--- src/rtl/cec_rx_pkg.sv ---
package cec_rx_pkg;

   typedef enum logic [2:0] {
      PK_BAD,
      PK_START,
      PK_ONE,
      PK_ZERO,
      PK_ERRLOW
   } pulse_kind_e;

   typedef enum logic [1:0] {
      PH_IDLE,
      PH_LOW,
      PH_HIGH
   } phase_e;

endpackage

--- src/rtl/cec_rx_sync.sv ---
module cec_rx_sync #(
   parameter int STAGES = 2
) (
   input  logic clk,
   input  logic rst_n,
   input  logic line_i,
   output logic level_o,
   output logic fall_o,
   output logic rise_o
);

   generate
      if (STAGES < 2) begin : g_bad_stages
         $error("cec_rx_sync: STAGES must be at least 2");
      end
   endgenerate

   logic [STAGES-1:0] chain;
   logic              prev;

   always_ff @(posedge clk or negedge rst_n) begin
      if (!rst_n) begin
         chain <= '1;
         prev  <= 1'b1;
      end else begin
         chain <= {chain[STAGES-2:0], line_i};
         prev  <= chain[STAGES-1];
      end
   end

   assign level_o = chain[STAGES-1];
   assign fall_o  = prev & ~chain[STAGES-1];
   assign rise_o  = ~prev & chain[STAGES-1];

endmodule

--- src/rtl/cec_rx_phase_meter.sv ---
module cec_rx_phase_meter
   import cec_rx_pkg::*;
#(
   parameter int CNT_W = 10
) (
   input  logic             clk,
   input  logic             rst_n,
   input  logic             tick,
   input  logic             fall,
   input  logic             rise,
   input  logic [CNT_W-1:0] high_limit,
   output logic             pulse_vld,
   output logic [CNT_W-1:0] pulse_low,
   output logic [CNT_W-1:0] pulse_high,
   output logic             pulse_to
);

   localparam logic [CNT_W-1:0] CNT_MAX = {CNT_W{1'b1}};

   generate
      if (CNT_W < 6) begin : g_bad_width
         $error("cec_rx_phase_meter: CNT_W too small for tick windows");
      end
   endgenerate

   phase_e           phase;
   logic [CNT_W-1:0] low_cnt;
   logic [CNT_W-1:0] low_q;
   logic [CNT_W-1:0] high_cnt;

   always_ff @(posedge clk or negedge rst_n) begin
      if (!rst_n) begin
         phase      <= PH_IDLE;
         low_cnt    <= '0;
         low_q      <= '0;
         high_cnt   <= '0;
         pulse_vld  <= 1'b0;
         pulse_low  <= '0;
         pulse_high <= '0;
         pulse_to   <= 1'b0;
      end else begin
         pulse_vld <= 1'b0;
         case (phase)
            PH_IDLE: begin
               if (fall) begin
                  low_cnt <= '0;
                  phase   <= PH_LOW;
               end
            end
            PH_LOW: begin
               if (rise) begin
                  low_q    <= low_cnt;
                  high_cnt <= '0;
                  phase    <= PH_HIGH;
               end else if (tick && low_cnt != CNT_MAX) begin
                  low_cnt <= low_cnt + 1'b1;
               end
            end
            PH_HIGH: begin
               if (fall) begin
                  pulse_vld  <= 1'b1;
                  pulse_low  <= low_q;
                  pulse_high <= high_cnt;
                  pulse_to   <= 1'b0;
                  low_cnt    <= '0;
                  phase      <= PH_LOW;
               end else if (tick) begin
                  if (high_cnt >= high_limit) begin
                     pulse_vld  <= 1'b1;
                     pulse_low  <= low_q;
                     pulse_high <= high_cnt;
                     pulse_to   <= 1'b1;
                     phase      <= PH_IDLE;
                  end else begin
                     high_cnt <= high_cnt + 1'b1;
                  end
               end
            end
            default: phase <= PH_IDLE;
         endcase
      end
   end

   // A pulse never reports two cycles in a row.
   assert_pulse_single_R3: assert property (@(posedge clk) disable iff (!rst_n)
      pulse_vld |=> !pulse_vld);

   // A pulse closed by an edge never has a high phase beyond the limit.
   assert_high_bound_R9: assert property (@(posedge clk) disable iff (!rst_n)
      (pulse_vld && !pulse_to) |-> (pulse_high <= high_limit));

   // While low, the low count never wraps.
   assert_low_no_wrap_R6: assert property (@(posedge clk) disable iff (!rst_n)
      (phase == PH_LOW && $past(phase) == PH_LOW && !$past(fall)) |->
         (low_cnt >= $past(low_cnt)));

endmodule

--- src/rtl/cec_rx_classify.sv ---
module cec_rx_classify
   import cec_rx_pkg::*;
#(
   parameter int CNT_W = 10
) (
   input  logic [CNT_W-1:0] low,
   input  logic [CNT_W-1:0] high,
   input  logic             timed_out,
   input  logic [CNT_W-1:0] start_low_min,
   input  logic [CNT_W-1:0] start_low_max,
   input  logic [CNT_W-1:0] start_high_min,
   input  logic [CNT_W-1:0] start_high_max,
   input  logic [CNT_W-1:0] start_tot_min,
   input  logic [CNT_W-1:0] start_tot_max,
   input  logic [CNT_W-1:0] one_low_min,
   input  logic [CNT_W-1:0] one_low_max,
   input  logic [CNT_W-1:0] zero_low_min,
   input  logic [CNT_W-1:0] zero_low_max,
   input  logic [CNT_W-1:0] bit_tot_min,
   input  logic [CNT_W-1:0] err_low_th,
   output pulse_kind_e      kind
);

   localparam int SUM_W = CNT_W + 1;

   logic [SUM_W-1:0] total;
   logic start_low_ok, start_high_ok, start_tot_ok;
   logic one_low_ok, zero_low_ok, period_ok, long_low;

   assign total = {1'b0, low} + {1'b0, high};

   assign start_low_ok  = (low >= start_low_min) && (low <= start_low_max);
   assign start_high_ok = (high >= start_high_min) && (high <= start_high_max);
   assign start_tot_ok  = (total >= {1'b0, start_tot_min}) &&
                          (total <= {1'b0, start_tot_max});
   assign one_low_ok    = (low >= one_low_min) && (low <= one_low_max);
   assign zero_low_ok   = (low >= zero_low_min) && (low <= zero_low_max);
   assign period_ok     = timed_out || (total >= {1'b0, bit_tot_min});
   assign long_low      = (low > err_low_th) && !start_low_ok;

   always_comb begin
      if (long_low)
         kind = PK_ERRLOW;
      else if (!timed_out && start_low_ok && start_high_ok && start_tot_ok)
         kind = PK_START;
      else if (one_low_ok && period_ok)
         kind = PK_ONE;
      else if (zero_low_ok && period_ok)
         kind = PK_ZERO;
      else
         kind = PK_BAD;
   end

endmodule

--- src/rtl/cec_bit_receiver.sv ---
module cec_bit_receiver
   import cec_rx_pkg::*;
#(
   parameter int CNT_W       = 10,
   parameter int DATA_W      = 8,
   parameter int SYNC_STAGES = 2,
   parameter bit MSB_FIRST   = 1'b1
) (
   input  logic              clk,
   input  logic              rst_n,
   input  logic              tick,
   input  logic              cec_in,
   input  logic [CNT_W-1:0]  start_low_min,
   input  logic [CNT_W-1:0]  start_low_max,
   input  logic [CNT_W-1:0]  start_high_min,
   input  logic [CNT_W-1:0]  start_high_max,
   input  logic [CNT_W-1:0]  start_tot_min,
   input  logic [CNT_W-1:0]  start_tot_max,
   input  logic [CNT_W-1:0]  one_low_min,
   input  logic [CNT_W-1:0]  one_low_max,
   input  logic [CNT_W-1:0]  zero_low_min,
   input  logic [CNT_W-1:0]  zero_low_max,
   input  logic [CNT_W-1:0]  bit_tot_min,
   input  logic [CNT_W-1:0]  bit_high_max,
   input  logic [CNT_W-1:0]  err_low_th,
   output logic              start_det,
   output logic              byte_valid,
   output logic [DATA_W-1:0] byte_data,
   output logic              byte_eom,
   output logic              byte_ack,
   output logic              frame_err
);

   localparam int BITS_PER_BLOCK = DATA_W + 2;
   localparam int IDX_W = $clog2(BITS_PER_BLOCK);
   localparam logic [IDX_W-1:0] IDX_EOM = IDX_W'(DATA_W);
   localparam logic [IDX_W-1:0] IDX_ACK = IDX_W'(DATA_W + 1);

   generate
      if (DATA_W < 2) begin : g_bad_data
         $error("cec_bit_receiver: DATA_W must be at least 2");
      end
   endgenerate

   logic level, fall, rise;
   logic             pulse_vld, pulse_to;
   logic [CNT_W-1:0] pulse_low, pulse_high;
   pulse_kind_e      kind;

   cec_rx_sync #(.STAGES(SYNC_STAGES)) u_sync (
      .clk     (clk),
      .rst_n   (rst_n),
      .line_i  (cec_in),
      .level_o (level),
      .fall_o  (fall),
      .rise_o  (rise)
   );

   cec_rx_phase_meter #(.CNT_W(CNT_W)) u_meter (
      .clk        (clk),
      .rst_n      (rst_n),
      .tick       (tick),
      .fall       (fall),
      .rise       (rise),
      .high_limit (bit_high_max),
      .pulse_vld  (pulse_vld),
      .pulse_low  (pulse_low),
      .pulse_high (pulse_high),
      .pulse_to   (pulse_to)
   );

   cec_rx_classify #(.CNT_W(CNT_W)) u_classify (
      .low            (pulse_low),
      .high           (pulse_high),
      .timed_out      (pulse_to),
      .start_low_min  (start_low_min),
      .start_low_max  (start_low_max),
      .start_high_min (start_high_min),
      .start_high_max (start_high_max),
      .start_tot_min  (start_tot_min),
      .start_tot_max  (start_tot_max),
      .one_low_min    (one_low_min),
      .one_low_max    (one_low_max),
      .zero_low_min   (zero_low_min),
      .zero_low_max   (zero_low_max),
      .bit_tot_min    (bit_tot_min),
      .err_low_th     (err_low_th),
      .kind           (kind)
   );

   logic              in_frame;
   logic [IDX_W-1:0]  idx;
   logic [DATA_W-1:0] data_sr, data_next;
   logic              eom_q;
   logic              bit_val, is_data;
   logic              level_seen;

   assign is_data = (kind == PK_ONE) || (kind == PK_ZERO);
   assign bit_val = (kind == PK_ONE);

   generate
      if (MSB_FIRST) begin : g_msb
         assign data_next = {data_sr[DATA_W-2:0], bit_val};
      end else begin : g_lsb
         assign data_next = {bit_val, data_sr[DATA_W-1:1]};
      end
   endgenerate

   always_ff @(posedge clk or negedge rst_n) begin
      if (!rst_n) begin
         in_frame   <= 1'b0;
         idx        <= '0;
         data_sr    <= '0;
         eom_q      <= 1'b0;
         start_det  <= 1'b0;
         byte_valid <= 1'b0;
         byte_data  <= '0;
         byte_eom   <= 1'b0;
         byte_ack   <= 1'b0;
         frame_err  <= 1'b0;
      end else begin
         start_det  <= 1'b0;
         byte_valid <= 1'b0;
         frame_err  <= 1'b0;
         if (pulse_vld) begin
            if (kind == PK_ERRLOW) begin
               frame_err <= 1'b1;
               in_frame  <= 1'b0;
            end else if (kind == PK_START) begin
               start_det <= 1'b1;
               in_frame  <= 1'b1;
               idx       <= '0;
            end else if (in_frame) begin
               if (is_data) begin
                  if (idx < IDX_EOM) data_sr <= data_next;
                  if (idx == IDX_EOM) eom_q <= bit_val;
                  if (idx == IDX_ACK) begin
                     byte_valid <= 1'b1;
                     byte_data  <= data_sr;
                     byte_eom   <= eom_q;
                     byte_ack   <= bit_val;
                     idx        <= '0;
                     in_frame   <= !eom_q;
                  end else begin
                     idx <= idx + 1'b1;
                  end
               end else begin
                  frame_err <= 1'b1;
                  in_frame  <= 1'b0;
               end
            end
         end
      end
   end

   // The synchronised level is consumed only through the edge strobes.
   assign level_seen = level;

   // At most one event per cycle.
   assert_one_event_R4: assert property (@(posedge clk) disable iff (!rst_n)
      $onehot0({start_det, byte_valid, frame_err}));

   // Every event follows a completed pulse from the meter.
   assert_event_from_pulse_R2: assert property (@(posedge clk) disable iff (!rst_n)
      (start_det || byte_valid || frame_err) |-> $past(pulse_vld));

   // An error always leaves the frame closed.
   assert_err_closes_frame_R7: assert property (@(posedge clk) disable iff (!rst_n)
      frame_err |-> !in_frame);

   // A final byte closes the frame.
   assert_eom_closes_R5: assert property (@(posedge clk) disable iff (!rst_n)
      (byte_valid && byte_eom) |-> !in_frame);

   // No event while the line has stayed high since reset.
   assert_idle_quiet_R1: assert property (@(posedge clk) disable iff (!rst_n)
      (level_seen && $past(level_seen) && !$past(pulse_vld)) |->
         !(start_det || byte_valid || frame_err));

endmodule

--- config.mk ---
export PLATFORM = sky130hd
export DESIGN_NAME = cec_bit_receiver
export DESIGN_NICKNAME = d
export VERILOG_FILES = /design/src/rtl/cec_rx_pkg.sv /design/src/rtl/cec_rx_sync.sv /design/src/rtl/cec_rx_phase_meter.sv /design/src/rtl/cec_rx_classify.sv /design/src/rtl/cec_bit_receiver.sv
export SDC_FILE = /design/constraint.sdc
export NUM_CORES = 1
export LEC_CHECK = 0
export BUFFER_PORTS_ARGS = -buffer_cell sky130_fd_sc_hd__clkbuf_2
export CAP_MARGIN = 20
export CORE_MARGIN = 10
export CORE_UTILIZATION = 60
export DETAILED_ROUTE_END_ITERATION = 6
export PLACE_DENSITY_LB_ADDON = 0.12
export SETUP_SLACK_MARGIN = 0.4
export SLEW_MARGIN = 20
export SYNTH_ARGS = -nofsm -noshare
export SYNTH_HDL_FRONTEND = slang
export SYNTH_SLANG_ARGS = --single-unit
--- constraint.sdc ---
create_clock -name clk -period 9.25 [get_ports clk]
set_clock_uncertainty 0.1 [all_clocks]
set_input_delay 1.85 -clock clk [delete_from_list [all_inputs] [get_ports clk]]
set_output_delay 1.85 -clock clk [all_outputs]
set_load 0.005 [all_outputs]
* After elaboration in Yosys (flattened, before gate mapping) *
Index checks and enable logic that the tools add are counted.

storage, ports and cells
  register bits after elaboration = 84
  word-level logic and storage cells = 152

operators by class
  eq/ne operators = 19
  add/subtract/negate cells = 4
  $lt $le $gt $ge = 14
  bitwise logic cells = 6
  mux-type cells = 55
  reduce and logical (&&, ||, !) cells = 34

operator list
  kind                                                  number
  2-to-1 mux 10 bit                                     13
  >= comparator 10 bit                                  5
  less-or-equal comparator 10 bit                       4
  case mux 10 bit (2 select lines)                      2
  2-to-1 mux 1 bit                                      26
  >= comparator 11 x 10 -> 1 bit                        2
  adder 10 x 1 -> 10 bit (second input constant)        2
  AND reduction 6 bit                                   3
  2-to-1 mux 4 bit                                      4
  logical AND 1 bit                                     12
  2-to-1 mux 2 bit                                      6
  inequality test 2 bit (second input constant)         6
  AND reduction 4 bit                                   3
  nonzero test 2 bit                                    6
  adder 10 x 10 -> 11 bit                               1
  less-or-equal comparator 11 x 10 -> 1 bit             1
  > comparator 10 bit                                   1
  inequality test 10 bit (second input constant)        1
  2-to-1 mux 3 bit                                      3
  equality test 4 bit (second input constant)           2
  equality test 3 x 2 -> 1 bit (second input constant)  2
  case mux 2 bit (3 select lines)                       1
  AND reduction 5 bit                                   1
  adder 4 x 1 -> 4 bit (second input constant)          1
  other kinds (16)                                      24

* Depth between registers and ports, before layout *
Gate-level depths: netlist of run 1.

  depth in word-level cells = 15
  gate-level depth with buffers = 19
  mapped depth without buffers = 18

* Cells and area by module *
Synthesis of run 1 repeated with hierarchy kept, for this count alone.

unflattened totals
  cells, all modules = 788
  area, all modules = 7439.6 sq um

modules (own cells, without submodules)
  module              area each (sq um)  instances  cells each
  cec_rx_classify     3430.8             1          462
  cec_rx_phase_meter  2736.4             1          233
  cec_bit_receiver    1178.6             1          88
  cec_rx_sync         93.8               1          5

* Least setup slack after synthesis of run 1 *
Ideal clock, no wire load.

  path kind = reg2reg
  start point = register u_meter.pulse_low[1]
  end point = register byte_ack
  data arrival time = 3.888 ns
  setup time = 0.125 ns
  slack = 5.138 ns
  clock period less this slack = 4.112 ns
  data required time = 9.025 ns
  cell stages (with the launch flop) = 20
  path through = dfrtp_1 ha_1 a21o_1 a21oi_1 o21bai_1 a21oi_1 o21ai_0 a21o_1 a21oi_1 xnor2_1 ha_1 nand3_1 o22ai_1 a211o_1 a31o_2 o22ai_1 nor2_2 nand4_1 buf_4 mux2_2

between the ends
  longest elaborated chain between the ends = 11
  elaborated cells on any way between the ends = 35

ends and longest elaborated chain
  item                                                        line                                            RTL
  start: declaration                                          cec_rx_phase_meter.sv:13                        output logic [CNT_W-1:0] pulse_low,
  start signal: assignment                                    cec_rx_phase_meter.sv:62                        pulse_low <= low_q;
  start signal: assignment                                    cec_rx_phase_meter.sv:70                        pulse_low <= low_q;
  adder 10 x 10 -> 11 bit                                     cec_rx_classify.sv:30                           assign total = {1'b0, low} + {1'b0, high};
  >= comparator 11 x 10 -> 1 bit                              cec_rx_classify.sv:38                           assign period_ok = timed_out || (total >= {1'b0, bit_tot_min});
  logical OR 1 bit                                            cec_rx_classify.sv:38
  logical AND 1 bit                                           cec_rx_classify.sv:48                           else if (zero_low_ok && period_ok)
  2-to-1 mux 2 bit                                            cec_rx_classify.sv:48
  2-to-1 mux 3 bit                                            cec_rx_classify.sv:46                           else if (one_low_ok && period_ok)
  2-to-1 mux 3 bit                                            cec_rx_classify.sv:44                           else if (!timed_out && start_low_ok && start_high_ok && start_tot_ok)
  2-to-1 mux 3 bit (*)                                        cec_rx_classify.sv:42                           if (long_low)
  equality test 3 x 2 -> 1 bit, or another cell as far along  cec_bit_receiver.sv:98, cec_bit_receiver.sv:99
  logical OR 1 bit / inverter 1 bit (equally long branches)   n/a
  AND reduction 6 bit (no line)                               n/a
  end signal: assignment                                      cec_bit_receiver.sv:141                         byte_ack <= bit_val;
  end: declaration                                            cec_bit_receiver.sv:30                          output logic byte_ack,

Mark *: on every way between the ends. The rest lies on a longest branch, timed or not.
A chain may end at the register's enable or synchronous reset.

* Worst setup path in the final report of run 1 *
  start point = register u_meter.pulse_low[1]
  end point = register byte_data[0]

between the ends
  longest elaborated chain between the ends = 11
  elaborated cells on any way between the ends = 35

ends and longest elaborated chain
  item                                                        line                     RTL
  adder 10 x 10 -> 11 bit                                     cec_rx_classify.sv:30
  >= comparator 11 x 10 -> 1 bit                              cec_rx_classify.sv:38
  logical OR 1 bit                                            cec_rx_classify.sv:38
  logical AND 1 bit                                           cec_rx_classify.sv:48
  2-to-1 mux 2 bit                                            cec_rx_classify.sv:48
  2-to-1 mux 3 bit                                            cec_rx_classify.sv:46
  2-to-1 mux 3 bit                                            cec_rx_classify.sv:44
  2-to-1 mux 3 bit (*)                                        cec_rx_classify.sv:42
  equality test 3 x 2 -> 1 bit, or another cell as far along  cec_bit_receiver.sv:98   assign is_data = (kind == PK_ONE) || (kind == PK_ZERO);
  logical OR 1 bit / inverter 1 bit (equally long branches)   n/a
  AND reduction 6 bit (no line) (*)                           n/a
  end signal: assignment                                      cec_bit_receiver.sv:139  byte_data <= data_sr;
  end: declaration                                            cec_bit_receiver.sv:28   output logic [DATA_W-1:0] byte_data,

Marks and branches as above.

==> results.toml, run 1 <==
[power_and_ir_drop]
power.switching_uw = 393.7
max-vdd-ir-drop_mv = 0.1295
clkPwrFrac = 0.286
comb_power_share = 0.337
switching_share = 0.3329
p_leak_uw = 0.004897
seqPwrFrac = 0.377
power.density_mw_per_mm2 = 141.3
p_int_uw = 789.1

[sta]
fin_crit_sh = 0.5313
hold_violations = 0
tightestPinTransition_ns = 0.7658
rsz0062_at_grt = "no"
final_max_slew_viol_count = 0
setup_violations = 0
setup_ws_ns = 4.335
final.setup.tns_ns = 0
relSlewSlack = 0.4872
fin_crit_ns = 4.915
max_freq_mhz = 203.5

[drt]
drcViolationCount = 0
avgViaCountPerCell = 5.660
postRouteAntennaNets = 0
drt_iter0_drc = 321
wirelength_mm = 18.21
first_pass_iters = 5
wl_per_cell_um = 16.81
via_count = 6130

[place]
gp_congestion = 0.8619
dp_hpwl_mm = 15.13
dp_worst_setup_slack_ns = 4.381
portBuffers = 146
placed_cells = 1066

[clocking]
clk_latency_ns = 0.33
clkTransAtPathRegs_ns = 0.06
cts_hold_buffers = 0
cts_inserted_buffers = 9
post-cts-setup-buffer-count = 0
clock_path_buffers = 2
tritoncts = "done"
h-tree-depth = 3
ctsResizeCount = 0
root_buffer = "clkbuf_16"
cts_num_sinks = 84

[yosys]
seq_area_frac_synth = 0.2942
synth-async-reset-ratio = 1.000
syn_avg_cell_area_um2 = 9.152
ys_seq_elements = 84
synth_area_mm2 = 0.007157
syn_nets = 1062
yosysUniqueCellTypes = 59
ys.warnings.count = 0
synth_ff_type = "dfrtp_1"
synth_edf_count = 0
synthCells = 782

[floorplanning]
pin_count = 147
die_x_um = 129.2
core_area_mm2 = 0.01156
die_area_mm2 = 0.01670
start_util = 0.6188
dieHeight_um = 129.2
rows = 39

[cells_and_area]
layout.cells.non_filler = 1083
fin_nets = 1215
final_common_cell = "inv_1"
diodes = 0
drive_above_1_share = 0.2447
layout_common_cells = "inv_1 (150), ha_1 (145), clkbuf_2 (145), dfrtp_1 (81), a21oi_1 (49)"
area_growth_pct = 16.96
final_util = 0.7238

[flow_run]
maxCapViolations = 0

[worst_setup_path]
cp_max_fo = 11
crit_type = "flip-flop to flip-flop"
end_kind = "flip-flop"
required_ns = 9.36
cp.arrival_ns = 5.03
cp-start-kind = "flip-flop"

[global_route]
antenna_found_initial = 0
grt_pass1_vias = 6401
grt_usage = 0.2191
grt_start_max_net_pins = 85
grt.overflow.total = 0
grt_pass1_wl_mm = 29.86

[outcome]
status = "finished clean"

[min_path]
hp-class = "flip-flop to flip-flop"
[power by group through the flow]
| stage | registers [µW] | clock network (µW) | logic, µW |
|---|---|---|---|
| final | 446 | 338 | 398 |
| after global routing | 452 | 363 | 459 |
| after CTS | 445 | 346 | 397 |
| after detailed placement | 452 | 0 | 394 |
| after global placement | 449 | 0 | 364 |
| after floorplan | 434 | 0 | 274 |
[final cells by class]
class | instances | area, µm²
multi-input cells | 541 | 4457
fillers | 877 | 3194
flip-flops and latches | 84 | 2106
repair buffers | 149 | 775.7
inverters | 150 | 563.0
clock buffers | 13 | 270.3
well taps | 143 | 178.9
clock inverters | 3 | 20.02
[per-layer routing]
| metal | vias to the layer above | share of wire | wire (µm) | GRT usage |
|---|---|---|---|---|
| met5 | - | 0 | 0 | 0 |
| met4 | 0 | 0.031 | 569 | 0.09231 |
| met3 | 49 | 0.062 | 1136 | 0.04241 |
| met2 | 185 | 0.48 | 8732 | 0.3825 |
| met1 | 2845 | 0.43 | 7770 | 0.2579 |
| li1 | 3051 | - | - | - |
[critical path: stages, from the launching register on]
cell	delay (ns)
dfrtp_1	0.52
ha_1	0.36
a21o_1	0.15
a21oi_1	0.23
o21bai_1	0.09
a21oi_1	0.21
o21ai_0	0.17
a21o_1	0.20
a21oi_1	0.17
xnor2_1	0.14
ha_1	0.34
nand4_1	0.09
o32a_1	0.29
o31a_1	0.11
nor4_1	0.30
nand3_1	0.38
nand4_1	0.54
mux2_2	0.41
[cell families (layout without fill, tap and decap cells)]
logic type      count (synthesis)  in the layout  synth area share
compound gates                163            163            0.1467
xor+xnor                       14             14           0.01713
fa+ha+maj                     146            146            0.2563
buf+inv                       157            315           0.08374
flops                          84             84            0.2942
mux                            51             51           0.07972
simple gates                  167            167            0.1222
[state kept, by name, indices dropped and copies added (netlist names), 2 cells and up]
register and count:
u_meter.high_cnt 10, u_meter.low_cnt 10, u_meter.low_q 10, u_meter.pulse_high 10, u_meter.pulse_low 10, byte_data 8
data_sr 8, idx 4, u_meter.phase 2, u_sync.chain 2
[cells in the mapped netlist (all sizes together), types with 4 or more instances]
cell type / number / area share
a21oi: 50 / 0.035
nor3: 12 / 0.0084
and3: 6 / 0.0052
nand2b: 16 / 0.014
nand3: 21 / 0.015
and2: 4 / 0.0037
nand4: 19 / 0.017
nand2: 33 / 0.017
inv: 150 / 0.079
mux2: 48 / 0.076
buf: 6 / 0.0045
xor2: 4 / 0.0049
o21ai: 39 / 0.028
dfrtp: 81 / 0.28
o22ai: 7 / 0.0070
xnor2: 10 / 0.012
nor2b: 10 / 0.0087
a2111oi: 6 / 0.0073
ha: 145 / 0.25
o211ai: 6 / 0.0070
nor2: 29 / 0.016
o21a: 9 / 0.0094
or3: 5 / 0.0044
o21bai: 6 / 0.0063
a21o: 13 / 0.014
a211oi: 11 / 0.012
[worst paths after layout]
| check | endpoint | slack, ns | cells after the start | from |
|---|---|---|---|---|
| min in group asynchronous | u_meter.low_q[5]$_DFFE_PN0P_ | 1.30 | 1 | rst_n |
| max | byte_data[0]$_DFFE_PN0P_ | 4.34 | 17 | u_meter.pulse_low[1]$_DFFE_PN0P_ |
| min | u_sync.chain[1]$_DFF_PN1_ | 0.26 | 0 | u_sync.chain[0]$_DFF_PN1_ |
| min reg2reg | u_sync.chain[1]$_DFF_PN1_ | 0.26 | 0 | u_sync.chain[0]$_DFF_PN1_ |
| max in group asynchronous | idx[0]$_DFFE_PN0P_ | 7.17 | 2 | rst_n |
| max reg2reg | byte_data[0]$_DFFE_PN0P_ | 4.34 | 17 | u_meter.pulse_low[1]$_DFFE_PN0P_ |
[through the flow]
step           hold slack (ns)  total power (µW)  cell area, µm²
2_1_floorplan           0.2452             708.2            7157
3_3_place_gp            0.2495             813.1            8053
3_5_place_dp            0.2507             845.3            8053
4_1_cts                 0.2611              1189            8343
5_1_grt                 0.2618              1274            8371
6_report                0.2577              1183            8371
No activity file was read; power rests on OpenSTA's default activity.
==> inputs of run 2 (changes only) <==
CORE_UTILIZATION = 57   (was 60)
clock period = 5 ns   (was 9.25 ns; I/O delays follow)
==> run 2 against run 1 <==
Compared with the run above: count of clock-buffer cells in the layout decreased by 4; die area increased by 4.4%; sequential power increased by 85%; sequential share of layout area decreased by 0.26 points; critical path type unchanged.
==> results.toml, run 2 (synthesis gave the netlist of run 1 again) <==
[cells_and_area]
fin_area_mm2 = 0.008462
final_util = 0.6958
fin_nets = 1217
final_common_cell = "inv_1"
drive_above_1_share = 0.2537
diodes = 0
area_growth_pct = 18.23
layout_common_cells = "inv_1 (150), ha_1 (145), clkbuf_2 (145), dfrtp_1 (80), mux2_2 (48)"

[global_route]
grt_usage = 0.2076
grt_pass1_vias = 6404
grt.overflow.total = 0
grt_pass1_wl_mm = 30.35
grt_start_max_net_pins = 85
antenna_found_initial = 0

[clocking]
tritoncts = "done"
root_buffer = "clkbuf_16"
clkTransAtPathRegs_ns = 0.06
cts_inserted_buffers = 9
cts_num_sinks = 84
clock_path_buffers = 2
h-tree-depth = 3
clk_latency_ns = 0.34

[worst_setup_path]
cp-start-kind = "flip-flop"
critPathBufInv = 4
cp_cell_sequence = "buf_4 -> inv_1 -> fa_1 -> nor2b_1 -> o31a_1 -> o21a_1 -> nor2_1 -> xnor2_2 -> ha_1 -> a211oi_1 -> o21bai_1 -> o31a_1 -> nor4_1 -> nand3_1 -> buf_4 -> nand4_1 -> buf_12 -> mux2_2"
end_kind = "flip-flop"
cp_max_fo = 11
required_ns = 5.11
cp-endpoint = "byte_data[2]$_DFFE_PN0P_"
crit_start = "u_meter.pulse_low[1]$_DFFE_PN0P_"
reg2reg_slack_ns = 0.70
cp.arrival_ns = 4.41
cpLargestDelayFamily = "compound AO/OA/AOI/OAI gates"
critPathMaxStageDelay_ns = 0.47
reg2reg_depth = 18
crit_cells = 18
reg2reg_from = "u_meter.pulse_low[1]$_DFFE_PN0P_"
crit_type = "flip-flop to flip-flop"
slowest_stage = "fa_1"
r2r_end = "byte_data[2]$_DFFE_PN0P_"

[flow_run]
maxCapViolations = 0

[sta]
final_max_slew_viol_count = 0
tightestPinTransition_ns = 0.7415
fin_crit_sh = 0.8600
relSlewSlack = 0.5057
rsz0062_at_grt = "no"
fin_crit_ns = 4.300
setup_violations = 0
hold-worst-slack_ns = 0.2581
hold_violations = 0
final.setup.tns_ns = 0
max_freq_mhz = 232.6

[floorplanning]
start_util = 0.5885
pin_count = 147
core_area_mm2 = 0.01216
die_area_mm2 = 0.01744
dieHeight_um = 132.1
die_x_um = 132.1
rows = 40

[power_and_ir_drop]
switching_share = 0.3383
p_leak_uw = 0.004931
p_int_uw = 1472
power.switching_uw = 752.9
power.density_mw_per_mm2 = 263.0
seqPwrFrac = 0.371
max-vdd-ir-drop_mv = 0.2497
finalPower_uw = 2225
clkPwrFrac = 0.297
comb_power_share = 0.332

[drt]
first_pass_iters = 6
via_count = 6124
postRouteAntennaNets = 0
avgViaCountPerCell = 5.517
drcViolationCount = 0
wirelength_mm = 18.19
drt_iter0_drc = 334
wl_per_cell_um = 16.38

[min_path]
hp-class = "flip-flop to flip-flop"
hold_path.startpoint = "u_sync.chain[0]$_DFF_PN1_"

[place]
dp_hpwl_mm = 15.19
portBuffers = 146
place_area_mm2 = 0.008099
gp_congestion = 0.9164

[outcome]
status = "finished clean"
==> run 2: cell count changes in the layout (fill, tap and decap cells not counted), sizes merged <==
cell / delta
clkbuf: -4
clkinv: +4
buf: +2
bufinv: +1
clkinvlp: -1
==> run 2: timing repair <==
item                       in CTS  in global routing
gates resized for setup         0                  7
hold buffers                    0                  0
setup buffers                   1                  0
pin swaps                       1                  0
setup endpoints to repair      10                 20
==> run 2: layout make-up <==
class / count / area, µm²
clock buffers: 9 / 225.2
multi-input cells: 541 / 4492
well taps: 168 / 210.2
flip-flops and latches: 84 / 2107
repair buffers: 151 / 787.0
clock inverters: 7 / 77.57
fillers: 961 / 3700
inverters: 150 / 563.0
==> run 2: stage by stage <==
stage / cells / setup WS (ns)
after CTS: 1110 / 0.4910
after detailed placement: 1093 / 0.3925
after global placement: 1093 / 0.5667
final: 1110 / 0.7002
after global routing: 1110 / 0.4196
after floorplan: 782 / 0.8877
==> run 2: power by group through the flow <==
stage                     combinational [µW]  clock (µW)  sequential, µW
after CTS                                741         673             822
final                                    739         661             826
after global routing                     850         699             835
after global placement                   686           0             827
after floorplan                          507           0             803
after detailed placement                 736           0             834
==> run 2: layer usage <==
| metal | vias to the layer above | part of all wire | routed length (µm) | global-route usage |
|---|---|---|---|---|
| met2 | 168 | 0.48 | 8675 | 0.3595 |
| met5 | - | 0 | 0 | 0 |
| met1 | 2862 | 0.45 | 8108 | 0.2472 |
| met3 | 39 | 0.048 | 867 | 0.03735 |
| li1 | 3055 | - | - | - |
| met4 | 0 | 0.029 | 533 | 0.08405 |
==> run 2: worst min-delay path by stage <==
stage | end | cells past startpoint | slack, ns
floorplan | u_sync.chain[1]$_DFF_PN1_ | 0 | 0.25
global placement | u_sync.chain[1]$_DFF_PN1_ | 0 | 0.25
detailed placement | u_sync.chain[1]$_DFF_PN1_ | 0 | 0.25
CTS | u_sync.chain[1]$_DFF_PN1_ | 0 | 0.26
global route | u_sync.chain[1]$_DFF_PN1_ | 0 | 0.26
finish | u_sync.chain[1]$_DFF_PN1_ | 0 | 0.26
==> inputs of run 3 (changes only) <==
CORE_ASPECT_RATIO = 0.9   (was not set)
RECOVER_POWER = 50   (was not set)
==> run 3 against run 2 <==
Compared with the run above: wire length is essentially flat; flip-flop and latch count unchanged; clock power fell by 2%; via count down 0.95%; largest power group unchanged; critical path depth is 1 higher; sequential share of layout area rose by 0.066 points; cell count is 0.45% lower.
==> results.toml, run 3 (synthesis gave the netlist of run 1 again) <==
[outcome]
status = "finished clean"

[sta]
setup_ws_ns = 0.6228
rsz0062_at_grt = "no"
max_freq_mhz = 228.5
tightestPinTransition_ns = 0.7795
final.setup.tns_ns = 0
final_max_slew_viol_count = 0
fin_crit_ns = 4.377
fin_crit_sh = 0.8754
hold_violations = 0
hold-worst-slack_ns = 0.2629
setup_violations = 0
relSlewSlack = 0.4780

[worst_setup_path]
reg2reg_from = "u_meter.pulse_high[1]$_DFFE_PN0P_"
crit_type = "flip-flop to flip-flop"
cp.arrival_ns = 4.50
critPathBufInv = 1
end_kind = "flip-flop"
reg2reg_depth = 19
cp-start-kind = "flip-flop"
cp_max_fo = 11
crit_top_cell = "a21oi_1"
required_ns = 5.12
reg2reg_slack_ns = 0.62
cp_cell_sequence = "ha_1 -> a21o_1 -> a21oi_1 -> o21bai_1 -> a21oi_1 -> o21ai_0 -> a21o_1 -> a21oi_1 -> xnor2_1 -> ha_1 -> nand3_1 -> o22ai_1 -> a211o_1 -> a31o_2 -> o22ai_2 -> nor2_2 -> nand4_1 -> buf_12 -> mux2_2"
slowest_stage = "dfrtp_1"
cpLargestDelayFamily = "compound AO/OA/AOI/OAI gates"
critPathMaxStageDelay_ns = 0.42
r2r_end = "byte_eom$_DFFE_PN0P_"

[floorplanning]
die_area_mm2 = 0.01744
die_x_um = 138.1
rows = 38
dieHeight_um = 126.3
pin_count = 147
core_area_mm2 = 0.01217
start_util = 0.5880

[clocking]
cts_num_sinks = 84
h-tree-depth = 3
clkTransAtPathRegs_ns = 0.06
clk_latency_ns = 0.34
tritoncts = "done"
cts_hold_buffers = 0
cts_inserted_buffers = 9
root_buffer = "clkbuf_16"
clock_path_buffers = 2

[drt]
first_pass_iters = 4
via_count = 6066
wl_per_cell_um = 16.46
drt_iter0_drc = 282
drcViolationCount = 0
postRouteAntennaNets = 0
avgViaCountPerCell = 5.490
wirelength_mm = 18.19

[global_route]
grt_start_max_net_pins = 85
grt_pass1_vias = 6252
grt_usage = 0.2026
grt.overflow.total = 0
grt_pass1_wl_mm = 29.79
antenna_found_initial = 0

[cells_and_area]
final_util = 0.6934
layout_common_cells = "inv_1 (150), ha_1 (145), clkbuf_2 (143), dfrtp_1 (80), a21oi_1 (49)"
fin_nets = 1220
drive_above_1_share = 0.2476
diodes = 0
final_common_cell = "inv_1"
area_growth_pct = 17.92

[flow_run]
maxCapViolations = 0

[place]
dp_hpwl_mm = 15.02
dp_worst_setup_slack_ns = 0.4348
portBuffers = 146
gp_congestion = 0.9206

[power_and_ir_drop]
p_leak_uw = 0.004922
finalPower_uw = 2197
max-vdd-ir-drop_mv = 0.2952
power.density_mw_per_mm2 = 260.3

[min_path]
hold_path.startpoint = "u_sync.chain[0]$_DFF_PN1_"
holdPathEnd = "u_sync.chain[1]$_DFF_PN1_"
worstHoldPathCells = 0
hp-class = "flip-flop to flip-flop"
-- run 3: final cells by class --
| cell class | instances | area (µm²) |
|---|---|---|
| inverter | 150 | 563.0 |
| tap | 160 | 200.2 |
| clock inverter | 6 | 63.81 |
| fill | 992 | 3732 |
| multi-input combinational | 541 | 4469 |
| timing repair buffer | 154 | 807.0 |
| clock buffer | 10 | 229.0 |
| sequential | 84 | 2107 |
-- run 3: layer usage --
metal | up-vias | global-route usage | routed length [µm] | part of all wire
met5 | - | 0 | 0 | 0
met4 | 0 | 0.06753 | 337 | 0.019
met3 | 25 | 0.03693 | 766 | 0.042
met2 | 162 | 0.3372 | 8494 | 0.47
met1 | 2816 | 0.2607 | 8590 | 0.47
li1 | 3063 | - | - | -
-- run 3: where the power goes --
part,internal [µW],switching (µW)
Combinational,336,392
Sequential,744,78.4
Clock,386,260
Total,1470,731
-- run 3: repair_timing --
item,CTS,global route
setup endpoints to repair,0,19
resized for setup,0,3
setup buffers,0,1
-- run 3: how the worst max path moves through the flow --
stage,start,endpoint,slack [ns],cells after the start
floorplan,u_meter.pulse_low[1]$_DFFE_PN0P_,byte_ack$_DFFE_PN0P_,0.89,19
global placement,u_meter.pulse_low[2]$_DFFE_PN0P_,byte_data[6]$_DFFE_PN0P_,0.60,17
detailed placement,u_meter.pulse_low[2]$_DFFE_PN0P_,byte_data[3]$_DFFE_PN0P_,0.43,17
CTS,u_meter.pulse_low[2]$_DFFE_PN0P_,byte_data[3]$_DFFE_PN0P_,0.41,17
global route,u_meter.pulse_high[1]$_DFFE_PN0P_,byte_data[3]$_DFFE_PN0P_,0.40,19
finish,u_meter.pulse_high[1]$_DFFE_PN0P_,byte_eom$_DFFE_PN0P_,0.62,19
-- run 3: stage by stage --
step                std cells  cell area, µm²
CTS                      1104            8404
global placement         1088            8112
floorplan                 782            7157
finish                   1105            8439
detailed placement       1088            8112
global route             1105            8439
-- run 3: worst register-to-register path, stage by stage, from the launching register on --
cell      delay (ns)
dfrtp_1         0.42
ha_1            0.29
a21o_1          0.16
a21oi_1         0.23
o21bai_1        0.11
a21oi_1         0.25
o21ai_0         0.18
a21o_1          0.20
a21oi_1         0.16
xnor2_1         0.20
ha_1            0.31
nand3_1         0.11
o22ai_1         0.10
a211o_1         0.27
a31o_2          0.24
o22ai_2         0.20
nor2_2          0.08
nand4_1         0.16
buf_12          0.16
mux2_2          0.34
